**src/rtl/mcc_pkg.sv**
```systemverilog
package mcc_pkg;

    typedef enum logic [1:0] {
        DIV_ALIAS = 2'b00,
        DIV_4     = 2'b01,
        DIV_64    = 2'b10,
        DIV_1024  = 2'b11
    } div_sel_e;

    typedef enum logic {
        SRC_XTAL = 1'b0,
        SRC_RING = 1'b1
    } clk_src_e;

    typedef struct packed {
        div_sel_e div;
        clk_src_e src;
    } clk_cfg_t;

    localparam clk_cfg_t CFG_RESET = '{div: DIV_4, src: SRC_XTAL};

    // Code 00 is an alias of the full-speed ratio.
    function automatic div_sel_e norm_div(input logic [1:0] code);
        return (code == 2'b00) ? DIV_4 : div_sel_e'(code);
    endfunction

endpackage

```
**src/rtl/mcc_cfg_ctl.sv**
```systemverilog
module mcc_cfg_ctl
    import mcc_pkg::*;
(
    input  logic     clk,
    input  logic     rst,
    input  logic     boundary,
    input  logic [1:0] req_div,
    input  logic     req_ring,
    input  logic     hw_exit,
    input  logic     xtal_ready,
    output clk_cfg_t cfg
);

    clk_cfg_t nxt;

    always_comb begin
        nxt = cfg;
        if (hw_exit) begin
            nxt.div = DIV_4;
            if (xtal_ready)
                nxt.src = SRC_XTAL;
        end else begin
            nxt.div = norm_div(req_div);
            if (req_ring)
                nxt.src = SRC_RING;
            else if (cfg.src == SRC_RING && cfg.div == DIV_4 && xtal_ready)
                nxt.src = SRC_XTAL;
        end
    end

    always_ff @(posedge clk) begin
        if (rst)
            cfg <= CFG_RESET;
        else if (boundary)
            cfg <= nxt;
    end

endmodule

```
**src/rtl/mcc_cycle_div.sv**
```systemverilog
module mcc_cycle_div
    import mcc_pkg::*;
#(
    parameter int RATIO_LO  = 4,
    parameter int RATIO_MID = 64,
    parameter int RATIO_HI  = 1024
) (
    input  logic     clk,
    input  logic     rst,
    input  clk_cfg_t cfg,
    input  logic     xtal_en,
    input  logic     ring_en,
    output logic     boundary,
    output logic     cyc_stb
);

    localparam int CW = $clog2(RATIO_HI);

    logic [CW-1:0] cnt;
    logic [CW-1:0] limit;
    logic          tick;

    assign tick = (cfg.src == SRC_RING) ? ring_en : xtal_en;

    always_comb begin
        case (cfg.div)
            DIV_64:   limit = CW'(RATIO_MID - 1);
            DIV_1024: limit = CW'(RATIO_HI - 1);
            default:  limit = CW'(RATIO_LO - 1);
        endcase
    end

    assign boundary = tick && (cnt == limit);

    always_ff @(posedge clk) begin
        if (rst) begin
            cnt     <= '0;
            cyc_stb <= 1'b0;
        end else begin
            cyc_stb <= boundary;
            if (boundary)
                cnt <= '0;
            else if (tick)
                cnt <= cnt + 1'b1;
        end
    end

endmodule

```
**src/rtl/mcc_tmr_ticks.sv**
```systemverilog
module mcc_tmr_ticks #(
    parameter int NTIMER    = 3,
    parameter int SLOW_MULT = 3
) (
    input  logic              clk,
    input  logic              rst,
    input  logic              boundary,
    input  logic [NTIMER-1:0] fast,
    output logic [NTIMER-1:0] tmr_stb
);

    localparam int PW = (SLOW_MULT > 1) ? $clog2(SLOW_MULT) : 1;

    logic [PW-1:0]     phase;
    logic              slow_hit;
    logic [NTIMER-1:0] hit;

    assign slow_hit = (phase == PW'(SLOW_MULT - 1));

    for (genvar i = 0; i < NTIMER; i++) begin : g_tmr
        assign hit[i] = boundary && (fast[i] || slow_hit);
    end

    always_ff @(posedge clk) begin
        if (rst) begin
            phase   <= '0;
            tmr_stb <= '0;
        end else begin
            tmr_stb <= hit;
            if (boundary)
                phase <= slow_hit ? '0 : phase + 1'b1;
        end
    end

endmodule

```
**src/rtl/mcyc_clk_mgr.sv**
```systemverilog
module mcyc_clk_mgr
    import mcc_pkg::*;
#(
    parameter int NTIMER    = 3,
    parameter int RATIO_LO  = 4,
    parameter int RATIO_MID = 64,
    parameter int RATIO_HI  = 1024,
    parameter int SLOW_MULT = 3
) (
    input  logic              clk,
    input  logic              rst,
    input  logic [1:0]        div_code,
    input  logic              ring_req,
    input  logic              amp_off_req,
    input  logic [NTIMER-1:0] timer_fast,
    input  logic              hw_exit,
    input  logic              xtal_ready,
    input  logic              xtal_en,
    input  logic              ring_en,
    output logic              cyc_stb,
    output logic [NTIMER-1:0] tmr_stb,
    output logic              amp_off,
    output logic              stat_xtal_rdy,
    output logic              stat_on_ring,
    output logic [1:0]        stat_div
);

    clk_cfg_t cfg;
    logic     boundary;

    mcc_cfg_ctl i_cfg (
        .clk        (clk),
        .rst        (rst),
        .boundary   (boundary),
        .req_div    (div_code),
        .req_ring   (ring_req),
        .hw_exit    (hw_exit),
        .xtal_ready (xtal_ready),
        .cfg        (cfg)
    );

    mcc_cycle_div #(
        .RATIO_LO  (RATIO_LO),
        .RATIO_MID (RATIO_MID),
        .RATIO_HI  (RATIO_HI)
    ) i_div (
        .clk      (clk),
        .rst      (rst),
        .cfg      (cfg),
        .xtal_en  (xtal_en),
        .ring_en  (ring_en),
        .boundary (boundary),
        .cyc_stb  (cyc_stb)
    );

    mcc_tmr_ticks #(
        .NTIMER    (NTIMER),
        .SLOW_MULT (SLOW_MULT)
    ) i_tmr (
        .clk      (clk),
        .rst      (rst),
        .boundary (boundary),
        .fast     (timer_fast),
        .tmr_stb  (tmr_stb)
    );

    assign amp_off      = (cfg.src == SRC_RING) && amp_off_req && !hw_exit;
    assign stat_on_ring = (cfg.src == SRC_RING);
    assign stat_div     = cfg.div;

    always_ff @(posedge clk) begin
        if (rst)
            stat_xtal_rdy <= 1'b0;
        else
            stat_xtal_rdy <= xtal_ready;
    end

endmodule

```
**config.mk**
```make
export PLATFORM = sky130hd
export DESIGN_NAME = mcyc_clk_mgr
export DESIGN_NICKNAME = d
export VERILOG_FILES = /design/src/rtl/mcc_pkg.sv /design/src/rtl/mcc_cfg_ctl.sv /design/src/rtl/mcc_cycle_div.sv /design/src/rtl/mcc_tmr_ticks.sv /design/src/rtl/mcyc_clk_mgr.sv
export SDC_FILE = /design/constraint.sdc
export NUM_CORES = 1
export LEC_CHECK = 0
export CORE_AREA = 2 2 52 54
export CTS_BUF_LIST = sky130_fd_sc_hd__clkbuf_4
export CTS_CLUSTER_SIZE = 30
export DETAILED_ROUTE_END_ITERATION = 8
export DIE_AREA = 0 0 54 56
export GPL_ROUTABILITY_DRIVEN = 0
export PLACE_DENSITY = 0.73
export SYNTH_ARGS = -nofsm -noshare
export SYNTH_HDL_FRONTEND = slang
export SYNTH_SLANG_ARGS = --single-unit
```
**constraint.sdc**
```tcl
create_clock -name clk -period 2.5 [get_ports clk]
set_clock_uncertainty 0.15 [all_clocks]
set_input_delay 0.5 -clock clk [delete_from_list [all_inputs] [get_ports clk]]
set_output_delay 0.5 -clock clk [all_outputs]
set_load 0.02 [all_outputs]
```
### Word-level counts from Yosys, hierarchy flattened

Cells that the tools add are included.

* $add $sub $neg: 2
* eq/ne operators: 6
* mux-type cells: 8
* reductions and logical operators: 16

Operators by type and width (count)
* 10-bit case mux with 2 select lines: 1
* 10-bit by 1-bit adder with 10-bit output (second input constant): 1
* 10-bit == test: 1
* 1-bit logical AND: 8
* 2-bit == test (second input constant): 3
* 1-bit two-way mux: 4
* 2-bit two-way mux: 2
* 1-bit logical OR: 3
* 3-bit two-way mux: 1
* 3-bit AND reduction: 1
* 3-bit nonzero test: 1
* 2-bit by 1-bit adder with 2-bit output (second input constant): 1
* 2-bit by 1-bit == test with 1-bit output (second input constant): 1
* 2-bit zero test: 1
* 2-bit by 1-bit inequality test with 1-bit output (second input constant): 1
* 2-bit OR reduction: 1
* 1-bit zero test: 1

* register bits after elaboration: 20
* input bits: 13
* output and inout bits: 9
* logic and storage cells: 39

### Longest topological paths before layout

Gate-level depths: netlist of run 1.

* word-level depth: 6
* gate-level depth with buffers: 5
* mapped depth without buffers: 4

### Hierarchy

A second synthesis of run 1 with hierarchy kept.

* cell total of the unflattened synthesis: 97
* area, all modules: 879.6 µm²

Modules (own cells, without submodules)
* mcc_cycle_div: times used 1, cells each 60, area each 535.5 µm², seq. area each 220.2 µm²
* mcc_tmr_ticks: times used 1, cells each 19, area each 178.9 µm², seq. area each 100.1 µm²
* mcc_cfg_ctl: times used 1, cells each 15, area each 130.1 µm², seq. area each 60.1 µm²
* mcyc_clk_mgr: times used 1, cells each 3, area each 35.0 µm², seq. area each 20.0 µm²

### Worst setup path before layout of run 1

Ideal clock, no wire load.

* kind: reg-to-reg
* from: reg i_div.cnt[2]
* to: reg i_tmr.phase[0]
* arrival: 1.554 ns
* data required time: 2.229 ns
* slack: 0.675 ns
* stages on the path, launching flop included: 5
* buffers on the path: 0
* period minus slack after synthesis: 1.825 ns
* cell sequence: dfxtp_1 > or4_4 > o22ai_4 > o211a_4 > mux2_4

* word-level cells in the longest chain between the ends: 2

Ends and longest elaborated chain
* start: declaration: line mcc_cycle_div.sv:19 `logic [CW-1:0] cnt;`
* start signal: assignment: line mcc_cycle_div.sv:44 `cnt <= cnt + 1'b1;`
* 10-bit == test: line mcc_cycle_div.sv:33 `assign boundary = tick && (cnt == limit);`
* 1-bit logical AND: line mcc_cycle_div.sv:33
* end signal: assignment: line mcc_tmr_ticks.sv:31 `phase <= slow_hit ? '0 : phase + 1'b1;`
* end: declaration: line mcc_tmr_ticks.sv:14 `logic [PW-1:0] phase;`

No other way between the ends.
A chain may end at the register's enable or synchronous reset.

### Worst setup path in the final report of run 1

* from: reg i_cfg.cfg[2] (netlist name)
* to: out stat_div[1]

RTL lines
* end: declaration: line mcyc_clk_mgr.sv:25 `output logic [1:0] stat_div`

No word-level cell between the ends.

==> reports/results.ini, run 1 <==
[clocking]
root_buffer=clkbuf_4
cts_buffers=3
clock_latency_ns=0.30
cts_sinks=20
cts_tree=done
clockBufferDepth=2
clk_pin_slew_ns=0.10
cts_setup_buffers=0
cts_max_level=1
postCtsHoldBufs=0

[floorplan]
core_area_um2=2430
fp.dieArea_um2=3020
rows=18
die_h_um=56
ios=22
die_w_um=54
start_util_pct=40.1

[drt]
first_iter_violations=13
via_per_inst=5.33
num_vias=810
routedWlPerCell_um=12.5
drcViolationCount=0
drt_wl_total_mm=1.89
firstDrtPassIters=4
ant_nets=0

[setup_path]
critPathTopFamily=buffers and inverters
critical_path.cell_chain=clkdlybuf4s50_1
crit_slowest_cell=clkdlybuf4s50_1
arrival_ns=1.50
crit_cells=1
required_ns=1.85
crit_path_start_kind=flip-flop
critPathKind=flip-flop to output pin
cp_max_fo=7
slowest_delay_ns=0.67
critPathBufInv=1
endpoint_kind=output pin
reg2reg_depth=4

[synthesis]
synth_flop_cell=dfxtp_1
syn_avg_cell_area_um2=10.1
ys_seq_area_share_pct=41.0
synth_warnings=0
yosys.cell_types.count=37
ys_ff_latch=20
synth_area_leaders=dfxtp_1 41%, nor3_1 6.7%, xor2_1 5.4%
synthArstFlopShare_pct=0
netlist.area_leader.share_pct=41.0
synth_top_area_cell=dfxtp_1
synth_edf_count=0
syn_area_um2=976
synth_nets=111
syn_inst=97

[pwr]
p_leak_nw=0.465
irDropWorstVdd_uv=378
total_power_mw=0.543
p_per_area_nw_per_um2=433

[global_routing]
grt_pass1_vias=699
grt_first_pass_wirelength_mm=3.11
grt_overflow=0
grt_max_degree=14
antenna_found_initial=0
track_usage_pct=14.2

[placement]
portBuffers=21
pre_cts_ws_ns=0.0357
place_area_um2=1220
dpl.hpwl_mm=1.47

[sta]
fin_crit_sh_pct=86.1
tightestPinTransition_ns=0.353
slew_headroom_pct=76.4
finalSetupViolCount=0
final_max_slew_viol_count=0
hold_viol_final=0
max_freq_ghz=0.465
worst_slack_ns=0.348
setup_tns_ns=0
rsz0062_at_grt=false
fin_crit_ns=2.15

[flow_run]
drv_cap=0

[status]
status=finished, final reports clean

[worst_hold_path]
min_path_cells=2
hold_class=flip-flop to flip-flop

[final_layout]
diodes=0
area.growth.synth_to_final_pct=28.3
drive_above_1_share_pct=16.4
final_nets=137
postLayoutCellArea_um2=1250
n_fill_cell=240
finish.utilization_pct=51.5

placed cells by master (no fill, tap or decap), drive strengths merged, types with 3 or more instances in the layout:
| cell | Yosys | final |
|---|---|---|
| dfxtp | 20 | 20 |
| clkdlybuf4s50 | 0 | 20 |
| nor3 | 13 | 13 |
| nor2 | 6 | 6 |
| xor2 | 6 | 6 |
| nand4 | 5 | 5 |
| mux2i | 4 | 4 |
| nor2b | 4 | 4 |
| nand2 | 3 | 3 |
| clkbuf | 1 | 3 |
| buf | 2 | 3 |
| and2 | 3 | 3 |
cell usage after synthesis, drive strengths merged, types with 3 or more instances:
master,number
nand4,5
nor2,6
nor2b,4
nor3,13
and2,3
dfxtp,20
mux2i,4
nand2,3
xor2,6
timing repair:
item,4_1_cts,5_1_grt
gates resized for setup,0,1
endpoints found under the hold margin,0,0
setup endpoints to repair,0,1
kinds of logic (layout without fill, tap and decap cells):
family | after synthesis | count (layout) | share of synthesized area (%)
buffers and inverters | 4 | 29 | 2.69
AOI/OAI and AO/OA | 9 | 9 | 11.2
and+or+nand+nor | 49 | 49 | 29.5
DFF | 20 | 20 | 41.0
xor gates and xnor gates | 8 | 8 | 7.18
muxes | 6 | 6 | 7.18
adders and majority gates | 1 | 1 | 1.28
path summary, 6_finish.rpt:
| path | endpoint | start | slack, ns |
|---|---|---|---|
| max | stat_div[1] | i_cfg.cfg[2]$_SDFFE_PP0P_ | 0.35 |
| min | i_tmr.phase[1]$_SDFFE_PP0P_ | i_tmr.phase[1]$_SDFFE_PP0P_ | 0.35 |
| max reg2reg | i_tmr.phase[0]$_SDFFE_PP0P_ | i_div.cnt[6]$_SDFFE_PP0P_ | 0.50 |
| min reg2reg | i_tmr.phase[1]$_SDFFE_PP0P_ | i_tmr.phase[1]$_SDFFE_PP0P_ | 0.35 |
through the flow:
stage                     instances  hold slack, ns
after floorplan                  97           0.315
after global placement          148           0.328
after detailed placement        148           0.346
after CTS                       152           0.360
after global routing            152           0.393
final                           152           0.352
per-layer routing:
layer,up-vias,global-route usage [%],share of wire [%],wire length (µm)
met5,-,0,0,0
met4,0,7.50,1.8,34
met3,2,4.30,4.6,87
met2,21,21.4,48,908
met1,376,17.5,46,865
li1,411,-,-,-
cell type report:
class                   instances  area [µm²]  share of cell area, %
clock inverters                 1        3.75                  0.300
clock buffers                   3        22.5                   1.80
flip-flops and latches         20         400                   32.0
repair buffers                 24         235                   18.8
well taps                      30        37.5                   3.00
inverters                       1        3.75                  0.300
multi-input cells              73         549                   43.9
flip-flops by register name, summed over array words and instances, names as in the netlist:
signal / count
i_tmr.tmr_stb: 3
stat_xtal_rdy: 1
i_div.cnt: 10
i_cfg.cfg: 3
i_tmr.phase: 2
i_div.cyc_stb: 1
power breakdown:
group	internal, mW	leakage, nW	switching [mW]	total [mW]
logic	0.0373	0.287	0.0248	0.0621
registers	0.324	0.162	0.00468	0.329
clock network	0.0582	0.0154	0.0932	0.151
total	0.420	0.465	0.123	0.543
No activity file was read; power rests on OpenSTA's default activity.
==> run 2: changes to the inputs <==
- CTS_CLUSTER_SIZE: 30 -> 16
==> results of run 2 <==
No change in the layout: final DEF, timing and power equal those of run 1.
